### config.mk
export PLATFORM = sky130hd
export DESIGN_NAME = rlm_mux_init_seq
export DESIGN_NICKNAME = d
export VERILOG_FILES = /design/src/rtl/rlm_init_pkg.sv /design/src/rtl/rlm_wait_timer.sv /design/src/rtl/rlm_mode_encoder.sv /design/src/rtl/rlm_mux_init_seq.sv
export SDC_FILE = /design/constraint.sdc
export NUM_CORES = 1
export LEC_CHECK = 0
export ABC_AREA = 1
export CORE_MARGIN = 5
export CORE_UTILIZATION = 28
export DETAILED_ROUTE_END_ITERATION = 10
export DONT_BUFFER_PORTS = 1
export GPL_TIMING_DRIVEN = 0
export SYNTH_ARGS = -nofsm -noshare
export SYNTH_HDL_FRONTEND = slang
export SYNTH_SLANG_ARGS = --single-unit
### constraint.sdc
create_clock -name clk -period 1.9 [get_ports clk]
set_clock_uncertainty 0.1 [all_clocks]
set_input_delay 0.19 -clock clk [delete_from_list [all_inputs] [get_ports clk]]
set_output_delay 0.19 -clock clk [all_outputs]
set_load 0.02 [all_outputs]
### src/rtl/rlm_init_pkg.sv
package rlm_init_pkg;

    typedef enum logic [1:0] {
        CMD_NOP = 2'b00,
        CMD_MRS = 2'b01,
        CMD_REF = 2'b10
    } cmd_e;

    typedef enum logic [2:0] {
        ST_STAB,
        ST_MRS_X,
        ST_MRS_Y,
        ST_MRS_GAP,
        ST_REF,
        ST_REF_GAP,
        ST_FINAL,
        ST_DONE
    } state_e;

    typedef struct packed {
        logic [2:0] sel;
        logic [1:0] bl;
        logic       odt;
        logic       ext_imp;
        logic       dll_rst;
    } mode_cfg_t;

    localparam logic [1:0] BL_CODE_8   = 2'b10;
    localparam logic [1:0] BL_CODE_RSV = 2'b11;
    localparam logic [1:0] BL_DEFAULT  = 2'b01;

endpackage

### src/rtl/rlm_wait_timer.sv
module rlm_wait_timer #(
    parameter int          CNT_W   = 16,
    parameter int unsigned RST_VAL = 0
) (
    input  logic             clk,
    input  logic             rst,
    input  logic             load,
    input  logic [CNT_W-1:0] load_val,
    output logic             expired
);

    logic [CNT_W-1:0] cnt_q;

    always_ff @(posedge clk) begin
        if (rst)
            cnt_q <= CNT_W'(RST_VAL);
        else if (load)
            cnt_q <= load_val;
        else if (cnt_q != '0)
            cnt_q <= cnt_q - 1'b1;
    end

    assign expired = (cnt_q == '0);

    // spacing depends on a steady one-per-cycle count
    p_count_down_r6: assert property (@(posedge clk) disable iff (rst)
        (!load && cnt_q != '0) |=> (cnt_q == $past(cnt_q) - 1'b1));

endmodule

### src/rtl/rlm_mode_encoder.sv
module rlm_mode_encoder
    import rlm_init_pkg::*;
#(
    parameter int ADDR_W = 18
) (
    input  mode_cfg_t          cfg,
    input  logic               half_y,
    output logic [ADDR_W-1:0]  word,
    output logic               bl_reject
);

    logic [1:0] bl_use;

    always_comb begin
        bl_reject = (cfg.bl == BL_CODE_RSV) ||
                    (cfg.bl == BL_CODE_8 && cfg.sel == 3'd1);
        bl_use    = bl_reject ? BL_DEFAULT : cfg.bl;
        word      = '0;
        word[5]   = 1'b1;
        if (!half_y) begin
            word[0] = cfg.sel[0];
            word[3] = bl_use[0];
            word[4] = bl_use[1];
            word[8] = cfg.ext_imp;
            word[9] = cfg.dll_rst;
        end else begin
            word[3] = cfg.sel[1];
            word[4] = cfg.sel[2];
            word[9] = cfg.odt;
        end
    end

endmodule

### src/rtl/rlm_mux_init_seq.sv
module rlm_mux_init_seq
    import rlm_init_pkg::*;
#(
    parameter int CLK_MHZ    = 125,
    parameter int PWRUP_US   = 200,
    parameter int T_MRSC     = 6,
    parameter int T_RC       = 8,
    parameter int N_MRS      = 3,
    parameter int NUM_BANKS  = 8,
    parameter int DLL_LOCK   = 2048,
    parameter int FINAL_MULT = 6,
    parameter int ADDR_W     = 18,
    localparam int BANK_W    = $clog2(NUM_BANKS)
) (
    input  logic              clk,
    input  logic              rst,
    input  logic [2:0]        cfg_sel,
    input  logic [1:0]        bl_sel,
    input  logic              odt_en,
    input  logic              ext_imp,
    input  logic              dll_rst,
    output logic [1:0]        cmd,
    output logic [BANK_W-1:0] bank,
    output logic [ADDR_W-1:0] addr,
    output logic              init_done,
    output logic              cfg_err
);

    localparam int STAB_CYC  = CLK_MHZ * PWRUP_US;
    localparam int MRSC_EFF  = (T_MRSC < 3) ? 3 : T_MRSC;
    localparam int RC_EFF    = (T_RC < 2) ? 2 : T_RC;
    localparam int FINAL_CYC = FINAL_MULT * DLL_LOCK;
    localparam int MAX_A     = (STAB_CYC > FINAL_CYC) ? STAB_CYC : FINAL_CYC;
    localparam int MAX_B     = (MRSC_EFF > RC_EFF) ? MRSC_EFF : RC_EFF;
    localparam int MAX_WAIT  = (MAX_A > MAX_B) ? MAX_A : MAX_B;
    localparam int CNT_W     = $clog2(MAX_WAIT + 1);
    localparam int MRS_W     = (N_MRS > 1) ? $clog2(N_MRS) : 1;

    state_e             state_q, state_d;
    logic [MRS_W-1:0]   mrs_idx_q;
    logic [BANK_W-1:0]  bank_q;
    mode_cfg_t          cfg_q;
    logic               tmr_load, tmr_exp;
    logic [CNT_W-1:0]   tmr_val;
    logic [ADDR_W-1:0]  mode_word;
    logic               last_mrs, last_bank;
    cmd_e               cmd_int;

    // settings captured while reset is held
    always_ff @(posedge clk) begin
        if (rst) begin
            cfg_q.sel     <= cfg_sel;
            cfg_q.bl      <= bl_sel;
            cfg_q.odt     <= odt_en;
            cfg_q.ext_imp <= ext_imp;
            cfg_q.dll_rst <= dll_rst;
        end
    end

    rlm_wait_timer #(
        .CNT_W   (CNT_W),
        .RST_VAL (STAB_CYC - 1)
    ) u_timer (
        .clk      (clk),
        .rst      (rst),
        .load     (tmr_load),
        .load_val (tmr_val),
        .expired  (tmr_exp)
    );

    rlm_mode_encoder #(
        .ADDR_W (ADDR_W)
    ) u_enc (
        .cfg       (cfg_q),
        .half_y    (state_q == ST_MRS_Y),
        .word      (mode_word),
        .bl_reject (cfg_err)
    );

    assign last_mrs  = (mrs_idx_q == MRS_W'(N_MRS - 1));
    assign last_bank = (bank_q == BANK_W'(NUM_BANKS - 1));

    // state register and sequence indices
    always_ff @(posedge clk) begin
        if (rst) begin
            state_q   <= ST_STAB;
            mrs_idx_q <= '0;
            bank_q    <= '0;
        end else begin
            state_q <= state_d;
            if (state_q == ST_MRS_GAP && tmr_exp && !last_mrs)
                mrs_idx_q <= mrs_idx_q + 1'b1;
            if (state_q == ST_REF_GAP && tmr_exp && !last_bank)
                bank_q <= bank_q + 1'b1;
        end
    end

    // transitions and timer reloads
    always_comb begin
        state_d  = state_q;
        tmr_load = 1'b0;
        tmr_val  = '0;
        unique case (state_q)
            ST_STAB:    if (tmr_exp) state_d = ST_MRS_X;
            ST_MRS_X:   state_d = ST_MRS_Y;
            ST_MRS_Y: begin
                state_d  = ST_MRS_GAP;
                tmr_load = 1'b1;
                tmr_val  = CNT_W'(MRSC_EFF - 3);
            end
            ST_MRS_GAP: if (tmr_exp) state_d = last_mrs ? ST_REF : ST_MRS_X;
            ST_REF: begin
                state_d  = ST_REF_GAP;
                tmr_load = 1'b1;
                tmr_val  = CNT_W'(RC_EFF - 2);
            end
            ST_REF_GAP: begin
                if (tmr_exp) begin
                    if (last_bank) begin
                        state_d  = ST_FINAL;
                        tmr_load = 1'b1;
                        tmr_val  = CNT_W'(FINAL_CYC - 1);
                    end else begin
                        state_d = ST_REF;
                    end
                end
            end
            ST_FINAL:   if (tmr_exp) state_d = ST_DONE;
            ST_DONE:    state_d = ST_DONE;
            default:    state_d = ST_STAB;
        endcase
    end

    // outputs
    always_comb begin
        cmd_int   = CMD_NOP;
        bank      = '0;
        addr      = '0;
        init_done = 1'b0;
        unique case (state_q)
            ST_MRS_X: begin
                cmd_int = CMD_MRS;
                addr    = mode_word;
            end
            ST_MRS_Y: addr = mode_word;
            ST_REF: begin
                cmd_int = CMD_REF;
                bank    = bank_q;
            end
            ST_DONE:  init_done = 1'b1;
            default:  ;
        endcase
    end

    assign cmd = cmd_int;

    p_mrs_fixed_bits_r3: assert property (@(posedge clk) disable iff (rst)
        (cmd_int == CMD_MRS) |-> (addr[5] && addr[17:10] == '0));

    p_y_half_follows_r2: assert property (@(posedge clk) disable iff (rst)
        (cmd_int == CMD_MRS) |=> (cmd_int == CMD_NOP && addr[5]));

    p_bl_substitute_r8: assert property (@(posedge clk) disable iff (rst)
        (cmd_int == CMD_MRS && cfg_err) |-> (addr[4:3] == BL_DEFAULT));

    p_ref_spaced_r5: assert property (@(posedge clk) disable iff (rst)
        (cmd_int == CMD_REF) |=> (cmd_int == CMD_NOP));

    p_done_sticky_r9: assert property (@(posedge clk) disable iff (rst)
        init_done |=> (init_done && cmd_int == CMD_NOP));

endmodule

== After elaboration in Yosys (flattened, before gate mapping) ==
Index checks and enable logic that the tools add are counted.
Storage, ports and cells
  flip-flop bits (word level): 31
  logic and storage cells: 67
  input port bits: 10
  output and inout port bits: 25
Cells by class
  reductions and logical operators: 15
  multiplexer cells: 24
  equal/unequal tests: 16
  $add $sub $neg: 3
Operators by type and width (count)
  $pmux W14 S3: 1
  $mux W15: 2
  $mux W14: 2
  $pmux W3 S8: 1
  $mux W3: 6
  $eq A3 B3 Y1 const B: 5
  $logic_not A15 Y1: 1
  $reduce_bool A15 Y1: 1
  $sub A15 B1 Y15 const B: 1
  $mux W10: 1
  $ne A2 B2 Y1 const B: 4
  $eq A2 B2 Y1 const B: 3
  $eq A3 B1 Y1 const B: 2
  $eq A3 B2 Y1 const B: 2
  $mux W1: 6
  $mux W2: 3
  $logic_and A1 B1 Y1: 5
  $pmux W2 S2: 1
  $reduce_and A4 Y1: 1
  $reduce_or A2 Y1: 2
  $add A3 B1 Y3 const B: 1
  $logic_not A3 Y1: 1
  $add A2 B1 Y2 const B: 1
  $logic_not A1 Y1: 2
  3 further kinds: 3

== Depth between registers and ports, before layout ==
Gate-level depths: netlist of the first run.
  word-level depth: 6
  gate-level depth with buffers: 12
  gate-level depth less buffers: 12

== Cells and area by module ==
Synthesis of the first run repeated with hierarchy kept, for this count alone.
Unflattened totals
  cell total of the unflattened synthesis: 300
  area total of the unflattened synthesis: 2072.0 um2
Modules (own cells, without submodules)
  rlm_mux_init_seq: cells an instance 131, times used 1, seq. area each 400.4 um2, area each 969.7 um2
  rlm_wait_timer: cells an instance 134, times used 1, seq. area each 300.3 um2, area each 903.4 um2
  rlm_mode_encoder: cells an instance 35, times used 1, seq. area each 0.0 um2, area each 198.9 um2

== Worst setup path after synthesis of the first run ==
No wires, ideal clock.
  kind: reg2out
  from: reg state_q[2]
  to: out addr[3]
  required time: 1.610 ns
  buffers on the path: 1
  arrival time: 1.695 ns
  path slack: -0.085 ns
  stages on the path, launching flop included: 7
  cells stage by stage: dfxtp_1 > buf_4 > nor3_2 > nor2_1 > inv_1 > o21ai_0 > a31oi_1
Between the ends
  cells in the longest elaborated chain, start to end: 3
  elaborated cells between the ends (all ways): 5
  classes of those cells: 2 x eq/ne; 2 x mux; 1 x reduce/logical
Ends and longest elaborated chain
  start: declaration: line rlm_mux_init_seq.sv:39  | state_e state_q, state_d;
  start signal: assignment: line rlm_mux_init_seq.sv:90  | state_q <= state_d;
  $eq A3 B2 Y1 / $eq A3 B1 Y1 (equally long branches): line rlm_mux_init_seq.sv:75, rlm_mux_init_seq.sv:140
  $mux W2 / $reduce_or A2 Y1 (equally long branches)
  $mux W10 *: line rlm_mux_init_seq.sv:140  | unique case (state_q)
  end: declaration: line rlm_mux_init_seq.sv:24  | output logic [ADDR_W-1:0] addr,
Every way passes the cells marked *; elsewhere a longest branch is shown, timed or not.

== Worst setup path after layout of the first run ==
  from: reg state_q[0]
  to: out addr[3]
The elaborated chain is that of the path after synthesis.

==> results.yml, run 1 <==
outcome:
  status: "finished clean"
setup_path:
  crit_end: "addr[3]"
  worstPathMaxFanout: 4
  critical_path.startpoint: "state_q[0]"
  endpoint_of_the_lowest_slack_register_to_register_path: "u_timer.cnt_q[9]"
  r2r_cells: 12
  critPathKind: "reg -> out"
  cp.arrival_ps: 1570
  crit-reg2reg-launch: "u_timer.cnt_q[0]"
  crit_required_ps: 1610
  timing.critical_path.to_type: "primary output"
  rrSetupSlack_ps: 240
  timing.critical_path.from_type: "register"
floorplanning:
  dieWidth_um: 95.2
  start_util: 0.283
  placementRows: 31
  chipHeight_um: 95.2
  boundaryPins: 35
  core_region_area_um2: 7180
  die_area_um2: 9070
global_route:
  grt_remaining_overflow: 0
  grt_use_total: 0.108
  antenna_violations_before_repair: 0
  grt_pass1_vias: 1650
  grt_start_max_net_pins: 11
  grt_first_pass_wirelength_mm: 7.65
synth:
  synth_cell_type_count: 33
  ys_ff_latch: 31
  synth.yosys.seq_area_share: 0.345
  ys_async_sr_fraction: 0
  postSynth.topFlopCell: "dfxtp_1"
  syn_area_per_cell_um2: 6.94
  synth.top_cell.area_share: 0.226
  yosysMostFrequentCell: "nand2_1"
  yosys_warnings: 0
  synth_area_leader_cell: "dfxtp_1"
  edff_count_synth: 8
  postSynthCellCount: 293
  post_synth_instance_area_um2: 2030
  synth_top_cells_by_area: "dfxtp_1 23%, edfxtp_1 12%, nand2_1 12%, nor2_1 9.6%, inv_1 8.3%"
  synth_commonest_cells: "64 x nand2_1, 52 x nor2_1, 45 x inv_1"
cts:
  cts.htree.levels: 2
  clock-sinks: 31
  clk_path_buf_depth: 2
  clkSlewWorstSetupHoldPaths_ps: 70
  tritoncts_buffers: 5
  tritoncts: "built"
  clk_latency_ps: 280
  clock_tree.root_cell: "clkbuf_8"
placed_design:
  detailed_place_hpwl_mm: 3.47
  routabilityCongestion: 0.860
  port_buffers: 0
  place_worst_setup_slack_ps: -125
route:
  detail_route.drc_violations: 0
  dr_total_vias: 1783
  viasPerCell: 4.21
  final_wirelength_mm: 4.39
  drt-wirelength-per-cell_um: 10.4
  antenna_violating_nets_post_route: 0
  initialDrtViolationCount: 99
  drtPass1Iterations: 4
sta:
  timing.final.ws_setup_ps: 44.3
  clock.fmax_mhz: 539
  final-hold-violation-count: 0
  tightest_pin_transition_ps: 533
  slew-limit-headroom: 0.645
  timing_max_transition_violations_final: 0
  final_period_minus_worst_setup_slack_ps: 1860
  final_worst_path_period_share: 0.977
  tns_ps: 0
  final-setup-viol-count: 0
  grt_setup_unrepaired: "true"
power_and_ir_drop:
  power.density_cell_area_nw_per_um2: 535
  ir_worst_vdd_mv: 0.398
  p_leak_nw: 1.14
flow_run:
  reported_max_cap_violation_count: 0
layout:
  layout_stage_area_growth_over_the_synthesis_result_pct: 21.8
  num_antenna_cells: 0
  layout-drive-gt1-share: 0.185
  num-nets-final: 339
min_path:
  hold_path.class: "in -> reg"
## placed cells by master, fill, tap and decap left out, types with 8 or more instances in the layout
cell           count
nand2_1           64
nor2_1            48
inv_1             43
dfxtp_1           21
buf_4             16
nand3_1           13
conb_1            12
o21ai_0           11
dlygate4sd3_1      9
edfxtp_1           8
## cell families (layout without fill, tap and decap cells)
kind of cell / count (synthesis) / count (layout) / synth area share
flops: 31 / 31 / 0.345
compound gates: 29 / 29 / 0.0763
buf+inv: 64 / 85 / 0.146
simple gates: 156 / 156 / 0.370
xor+xnor: 7 / 7 / 0.0302
fa+ha+maj: 5 / 5 / 0.0308
other cells: 1 / 12 / 0.00184
## what timing repair did
action	in CTS	in global routing
gates cloned	0	0
hold buffers	9	0
pin swaps	2	1
endpoints found under the hold margin	16	0
gates resized for setup	15	6
setup endpoints to repair	2	12
buffers inserted	3	1
## how the worst min path moves through the flow
stage          slack, ps  startpoint  depth (start not counted)                 to
6_report             210         rst                          2   u_timer.cnt_q[4]
5_1_grt              240         rst                          2  u_timer.cnt_q[12]
4_1_cts              230         rst                          2   u_timer.cnt_q[9]
3_5_place_dp         190  cfg_sel[1]                          0           cfg_q[6]
3_3_place_gp         190   bl_sel[1]                          0           cfg_q[4]
2_1_floorplan        190     dll_rst                          0           cfg_q[0]
## state kept, by name, summed over array words and instances, names as in the netlist
name,count
u_timer.cnt_q,15
cfg_q,8
bank_q,3
state_q,3
mrs_idx_q,2
## area by class of cell
cell class | count | area [um^2]
tap | 99 | 124
buffer | 16 | 120
clock buffer | 5 | 68.8
inverter | 48 | 183
timing repair buffer | 13 | 120
clock inverter | 3 | 15.0
sequential | 31 | 706
multi-input combinational | 209 | 1140
fill | 764 | 4700
## where the power goes
group / switching [mW] / internal, mW / total [mW]
Combinational: 0.0692 / 0.0472 / 0.116
Clock: 0.254 / 0.248 / 0.502
Sequential: 0.0105 / 0.697 / 0.707
## layer usage
metal / GRT usage / wire (um) / up-vias
met5: 0 / 0 / -
met4: 0.0361 / 68 / 0
met3: 0.0284 / 221 / 5
met2: 0.186 / 2150 / 32
met1: 0.131 / 1960 / 791
li1: - / - / 955
## critical path, cell delays in order, from the launching register on
cell and delay [ps]:
dfxtp_4 350, inv_1 60, nor3_4 390, nor2_4 80, inv_4 110, o21ai_2 80
a31oi_4 220
## stage by stage
| step | area, um^2 | utilization | total power, mW | std cells | hold WS [ps] |
|---|---|---|---|---|---|
| 3_5_place_dp | 2210 | 0.308 | 0.817 | 403 | 189 |
| 4_1_cts | 2450 | 0.342 | 1.33 | 423 | 228 |
| 5_1_grt | 2480 | 0.345 | 1.39 | 424 | 243 |
| 2_1_floorplan | 2090 | - | 0.804 | 304 | 189 |
| 3_3_place_gp | 2210 | 0.308 | 0.816 | 403 | 189 |
| 6_report | 2480 | 0.345 | 1.33 | 424 | 215 |
No activity file was read; power rests on OpenSTA's default activity.
==> run 2: changes to the inputs <==
--- a/config.mk
+++ b/config.mk
@@ -7,10 +7,11 @@
 export LEC_CHECK = 0
 export ABC_AREA = 1
 export CORE_MARGIN = 5
-export CORE_UTILIZATION = 28
+export CORE_UTILIZATION = 55
 export DETAILED_ROUTE_END_ITERATION = 10
 export DONT_BUFFER_PORTS = 1
 export GPL_TIMING_DRIVEN = 0
+export PLACE_DENSITY = 0.7
 export SYNTH_ARGS = -nofsm -noshare
 export SYNTH_HDL_FRONTEND = slang
 export SYNTH_SLANG_ARGS = --single-unit
==> run 2 against run 1 <==
Against the previous run: clock-buffer cell count unchanged; critical path depth unchanged; final area down 1.0%; wire length down 0.43%; sequential power about the same; critical endpoint unchanged; largest cell class unchanged; largest power group unchanged; highest routed layer unchanged.
==> results.yml, run 2 (synthesized netlist as in run 1, its figures left out) <==
setup_path:
  critical_path.slowest_cell: "nor3_4"
  critical_path.max_stage_delay_ps: 340
  crit_end: "addr[3]"
  critical_path.startpoint: "state_q[2]"
  r2r_cells: 12
  critPathKind: "reg -> out"
  timing.critical_path.from_type: "register"
  rrSetupSlack_ps: 180
  cp.arrival_ps: 1570
  endpoint_of_the_lowest_slack_register_to_register_path: "u_timer.cnt_q[9]"
  crit_required_ps: 1610
  critical_path.cell_chain: "buf_6 > nor3_4 > nor2_4 > inv_4 > o21ai_4 > a31oi_4"
  worst-path-stages: 6
  crit-reg2reg-launch: "u_timer.cnt_q[0]"
  worst_path_dominant_cell_family: "simple AND/OR/NAND/NOR gates"
  timing.critical_path.to_type: "primary output"
  critical_path.n_buffers_inverters: 2
  worstPathMaxFanout: 7
cts:
  tritoncts_buffers: 5
  clk_path_buf_depth: 2
  clk_latency_ps: 280
  cts.htree.levels: 2
  clock-sinks: 31
  clock_tree.root_cell: "clkbuf_8"
  clkSlewWorstSetupHoldPaths_ps: 70
  tritoncts: "built"
outcome:
  status: "finished clean"
layout:
  num-nets-final: 339
  reg.largest.list: "u_timer.cnt_q: 15 flops, cfg_q: 8 flops"
  layout_stage_area_growth_over_the_synthesis_result_pct: 20.6
  largest-register: "u_timer.cnt_q"
  layout_commonest_cell: "nand2_1"
  mostFrequentLayoutCells: "64 x nand2_1, 45 x nor2_1, 42 x inv_1"
  layout-drive-gt1-share: 0.200
  num_antenna_cells: 0
  largest_reg_flops: 15
power_and_ir_drop:
  p_leak_nw: 1.16
  ir_worst_vdd_mv: 0.395
  power.density_cell_area_nw_per_um2: 592
floorplanning:
  core_region_area_um2: 3630
  dieWidth_um: 70.8
  placementRows: 22
  chipHeight_um: 70.8
  die_area_um2: 5010
  boundaryPins: 35
  start_util: 0.560
route:
  initialDrtViolationCount: 98
  final_wirelength_mm: 4.37
  viasPerCell: 4.78
  detail_route.drc_violations: 0
  antenna_violating_nets_post_route: 0
  dr_total_vias: 1782
  drt-wirelength-per-cell_um: 11.7
  drtPass1Iterations: 4
sta:
  clock.fmax_mhz: 537
  hold_slack_ps: 230
  final-setup-viol-count: 0
  final_period_minus_worst_setup_slack_ps: 1860
  final_worst_path_period_share: 0.979
  tightest_pin_transition_ps: 534
  grt_setup_unrepaired: "true"
  slew-limit-headroom: 0.644
  tns_ps: 0
  timing_max_transition_violations_final: 0
  final-hold-violation-count: 0
flow_run:
  reported_max_cap_violation_count: 0
global_route:
  grt_use_total: 0.184
  grt_first_pass_wirelength_mm: 7.37
  grt_util_met1: 0.211
  grt_pass1_vias: 1684
  antenna_violations_before_repair: 0
  met2_usage: 0.312
  grt_remaining_overflow: 0
  met3_usage: 0.0582
  grt_start_max_net_pins: 11
  grt-busiest-layer: "met2"
placed_design:
  routabilityCongestion: 0.875
  port_buffers: 0
  detailed_place_hpwl_mm: 3.18
min_path:
  hold_path.class: "in -> reg"
run 2: cell types whose count changed in the layout (fill, tap and decap cells not counted):
cell and change:
clkinvlp_4 -1, inv_2 +1, clkinv_2 +1, clkinv_1 -1, nor2_2 +3, inv_1 -1
o21ai_2 -1, bufinv_16 +1, nor2_1 -3, o21ai_4 +1
run 2: area by class of cell:
type                    instances  area [um^2]
clock inverters                 3         38.8
plain buffers                  16          120
fillers                       326         1180
well taps                      48         60.1
flip-flops and latches         31          706
clock buffers                   5         68.8
repair buffers                 13          120
multi-input cells             209         1160
inverters                      48          183
run 2: worst min-delay path by stage:
stage / end / start / cells after the start / slack (ps)
floorplan: cfg_q[0] / dll_rst / 0 / 190
global placement: cfg_q[3] / bl_sel[0] / 0 / 190
detailed placement: cfg_q[4] / bl_sel[1] / 0 / 190
CTS: u_timer.cnt_q[12] / rst / 2 / 240
global route: u_timer.cnt_q[9] / rst / 2 / 240
finish: u_timer.cnt_q[12] / rst / 2 / 230
run 2: what timing repair did:
item	in CTS	in global routing
setup buffers	2	2
hold buffers	9	0
setup endpoints to repair	2	9
pin swaps	2	1
endpoints found under the hold margin	16	0
resized for setup	13	13
run 2: per-layer routing:
layer  vias to the layer above  wire length, um
met4                         0              112
met5                         -                0
met2                        38             2170
li1                        948                -
met1                       785             1900
met3                        11              191
run 2: through the flow:
stage	power [mW]	std cells	setup slack [ps]	area (um^2)	utilization
after detailed placement	0.816	352	-93.4	2150	0.591
after global routing	1.52	373	-50.9	2450	0.675
after global placement	0.815	352	-117	2150	0.591
final	1.45	373	39.5	2450	0.675
after CTS	1.46	371	1.65	2400	0.660
after floorplan	0.804	304	75.2	2090	-
run 2: power by group:
group | leakage, nW | switching [mW] | internal, mW | total [mW]
clock network | 0.0556 | 0.244 | 0.383 | 0.628
logic | 0.840 | 0.0698 | 0.0472 | 0.117
registers | 0.266 | 0.0110 | 0.697 | 0.708
total | 1.16 | 0.325 | 1.13 | 1.45
run 2: worst reg2reg max path: stages (launching register included):
cell     delay, ps
dfxtp_1        320
inv_1          120
ha_2           220
inv_1           40
nor2_1         110
nand2_1         60
nor2_1         120
nand3_2        130
nand3_4        120
inv_2           80
nand2_4         90
nand2_1         70
nor2_1          80
==> run 3: changes to the inputs <==
--- a/config.mk
+++ b/config.mk
@@ -14,4 +14,5 @@
 export PLACE_DENSITY = 0.7
 export SYNTH_ARGS = -nofsm -noshare
 export SYNTH_HDL_FRONTEND = slang
+export SYNTH_HIERARCHICAL = 1
 export SYNTH_SLANG_ARGS = --single-unit
==> run 3 against run 2 <==
Against the previous run: non-clock buffer count up 13; utilization up 3.8 points; sequential power up 24%.
==> results.yml, run 3 <==
layout:
  layout_stage_area_growth_over_the_synthesis_result_pct: 26.0
  largest-register: "u_timer/cnt_q"
  mostFrequentLayoutCells: "44 x nand2_1, 44 x nor2_1, 42 x inv_1"
  layout-drive-gt1-share: 0.287
  largest_reg_flops: 15
  num-nets-final: 355
  finish.cell_count_without_fillers: 390
  reg.largest.list: "u_timer/cnt_q: 15 flops, cfg_q: 8 flops"
  num_antenna_cells: 0
  count_of_filler_cells_inserted_in_the_layout: 291
setup_path:
  worstPathMaxFanout: 10
  timing.critical_path.from_type: "register"
  crit_required_ps: 1980
  cp.arrival_ps: 1900
  critPathKind: "reg -> reg"
  timing.critical_path.to_type: "register"
route:
  detail_route.drc_violations: 0
  final_wirelength_mm: 4.43
  antenna_violating_nets_post_route: 0
  dr_total_vias: 1860
  drt-wirelength-per-cell_um: 11.4
  drtPass1Iterations: 5
  viasPerCell: 4.77
  initialDrtViolationCount: 78
placed_design:
  placed_cells_incl_taps: 360
  routabilityCongestion: 0.884
  port_buffers: 0
  detailed_place_hpwl_mm: 2.93
synth:
  postSynthCellCount: 300
  post_synth_instance_area_um2: 2070
  ys_async_sr_fraction: 0
  synth_area_leader_cell: "dfxtp_1"
  edff_count_synth: 8
  postSynth.topFlopCell: "dfxtp_1"
  yosysMostFrequentCell: "nor2_1"
  synth.yosys.seq_area_share: 0.338
  synth_cell_type_count: 36
  synth_top_cells_by_area: "dfxtp_1 22%, edfxtp_1 12%, nor2_1 9.8%, inv_1 8.9%, nand2_1 8.2%"
  synth.top_cell.area_share: 0.222
  yosys_warnings: 6
  syn_area_per_cell_um2: 6.91
  synth_commonest_cells: "54 x nor2_1, 49 x inv_1, 45 x nand2_1"
  ys_ff_latch: 31
sta:
  tightest_pin_transition_ps: 618
  final_period_minus_worst_setup_slack_ps: 1820
  slew-limit-headroom: 0.586
  final-setup-viol-count: 0
  final_worst_path_period_share: 0.958
  final-hold-violation-count: 0
  timing_max_transition_violations_final: 0
  clock.fmax_mhz: 549
cts:
  tritoncts_buffers: 5
  clock_tree.root_cell: "clkbuf_8"
  clkSlewWorstSetupHoldPaths_ps: 70
  clock-sinks: 31
  tritoncts: "built"
  clk_path_buf_depth: 2
  clk_latency_ps: 280
  cts.htree.levels: 2
power_and_ir_drop:
  totalPowerFinal_mw: 2.99
  ir_worst_vdd_mv: 0.575
  p_leak_nw: 1.23
  power.density_cell_area_nw_per_um2: 1150
floorplanning:
  die_area_um2: 5090
  start_util: 0.566
  boundaryPins: 35
  chipHeight_um: 71.4
  dieWidth_um: 71.4
  placementRows: 22
  core_region_area_um2: 3660
min_path:
  hold_path.class: "in -> reg"
outcome:
  status: "finished clean"
flow_run:
  reported_max_cap_violation_count: 0
global_route:
  grt_use_total: 0.184
  antenna_violations_before_repair: 0
  grt_pass1_vias: 1778
  grt_remaining_overflow: 0
  grt_first_pass_wirelength_mm: 7.63
  grt_start_max_net_pins: 16
[run 3: power by group]
group          switching (mW)  total [mW]  internal, mW
logic                   0.926        1.44         0.516
registers              0.0847       0.881         0.796
clock network           0.247       0.671         0.424
total                    1.26        2.99          1.74
[run 3: path summary, 6_finish.rpt]
check | endpoint | start | cells after the start | slack, ps
max | u_timer/cnt_q[2] | u_timer/cnt_q[0] | 13 | 80
min | state_q[1] | rst | 3 | 50
max reg2reg | u_timer/cnt_q[2] | u_timer/cnt_q[0] | 13 | 80
min reg2reg | u_timer/cnt_q[1] | u_timer/cnt_q[1] | 2 | 390
[run 3: per-layer routing]
metal,track usage,routed length [um],vias to the layer above
met3,0.0463,278,8
met1,0.220,1900,817
met2,0.327,2210,52
met5,0,0,-
met4,0.0480,52,0
li1,-,-,983
[run 3: repair_timing]
| item | 4_1_cts | 5_1_grt |
|---|---|---|
| hold buffers | 9 | 0 |
| pin swaps | 2 | 9 |
| setup buffers | 6 | 7 |
| setup endpoints to repair | 21 | 21 |
| gates resized for setup | 13 | 26 |
| endpoints found under the hold margin | 23 | 0 |
[run 3: layout make-up]
type | instances | area, um^2 | share of cell area
buffer | 20 | 159 | 0.0609
clock buffer | 6 | 82.6 | 0.0316
clock inverter | 2 | 35.0 | 0.0134
inverter | 56 | 221 | 0.0849
multi-input combinational | 205 | 1160 | 0.443
sequential | 31 | 708 | 0.271
tap | 48 | 60.1 | 0.0230
timing repair buffer | 22 | 188 | 0.0719
[run 3: kinds of logic after synthesis]
logic type | after synthesis | synth area share
AOI/OAI and AO/OA | 36 | 0.0984
other | 3 | 0.00543
and+or+nand+nor | 144 | 0.334
adders and majority gates | 4 | 0.0242
xor gates and xnor gates | 6 | 0.0254
DFF | 31 | 0.338
buffers and inverters | 76 | 0.175
[run 3: worst max-delay path: stages, from the launching register on]
cell and delay (ps):
dfxtp_2 330, inv_2 80, ha_4 150, nand2_4 60, nor2_8 110, nand3_4 90
inv_4 80, nand3_4 110, nand3_2 100, inv_2 60, buf_6 140, o21ai_0 80
nand2_1 70, a21o_1 170
[run 3: metrics by stage]
step | setup WS [ps] | util | hold WS (ps) | area (um^2) | TNS, ps
after floorplan | 4.86 | - | 162 | 2140 | 0
after global placement | -214 | 0.602 | 166 | 2200 | -2230
after detailed placement | -237 | 0.602 | 168 | 2200 | -2650
after CTS | 4.05 | 0.684 | 53.5 | 2500 | 0
after global routing | -4.90 | 0.713 | 76.4 | 2610 | -4.90
final | 79.0 | 0.713 | 48.1 | 2610 | 0
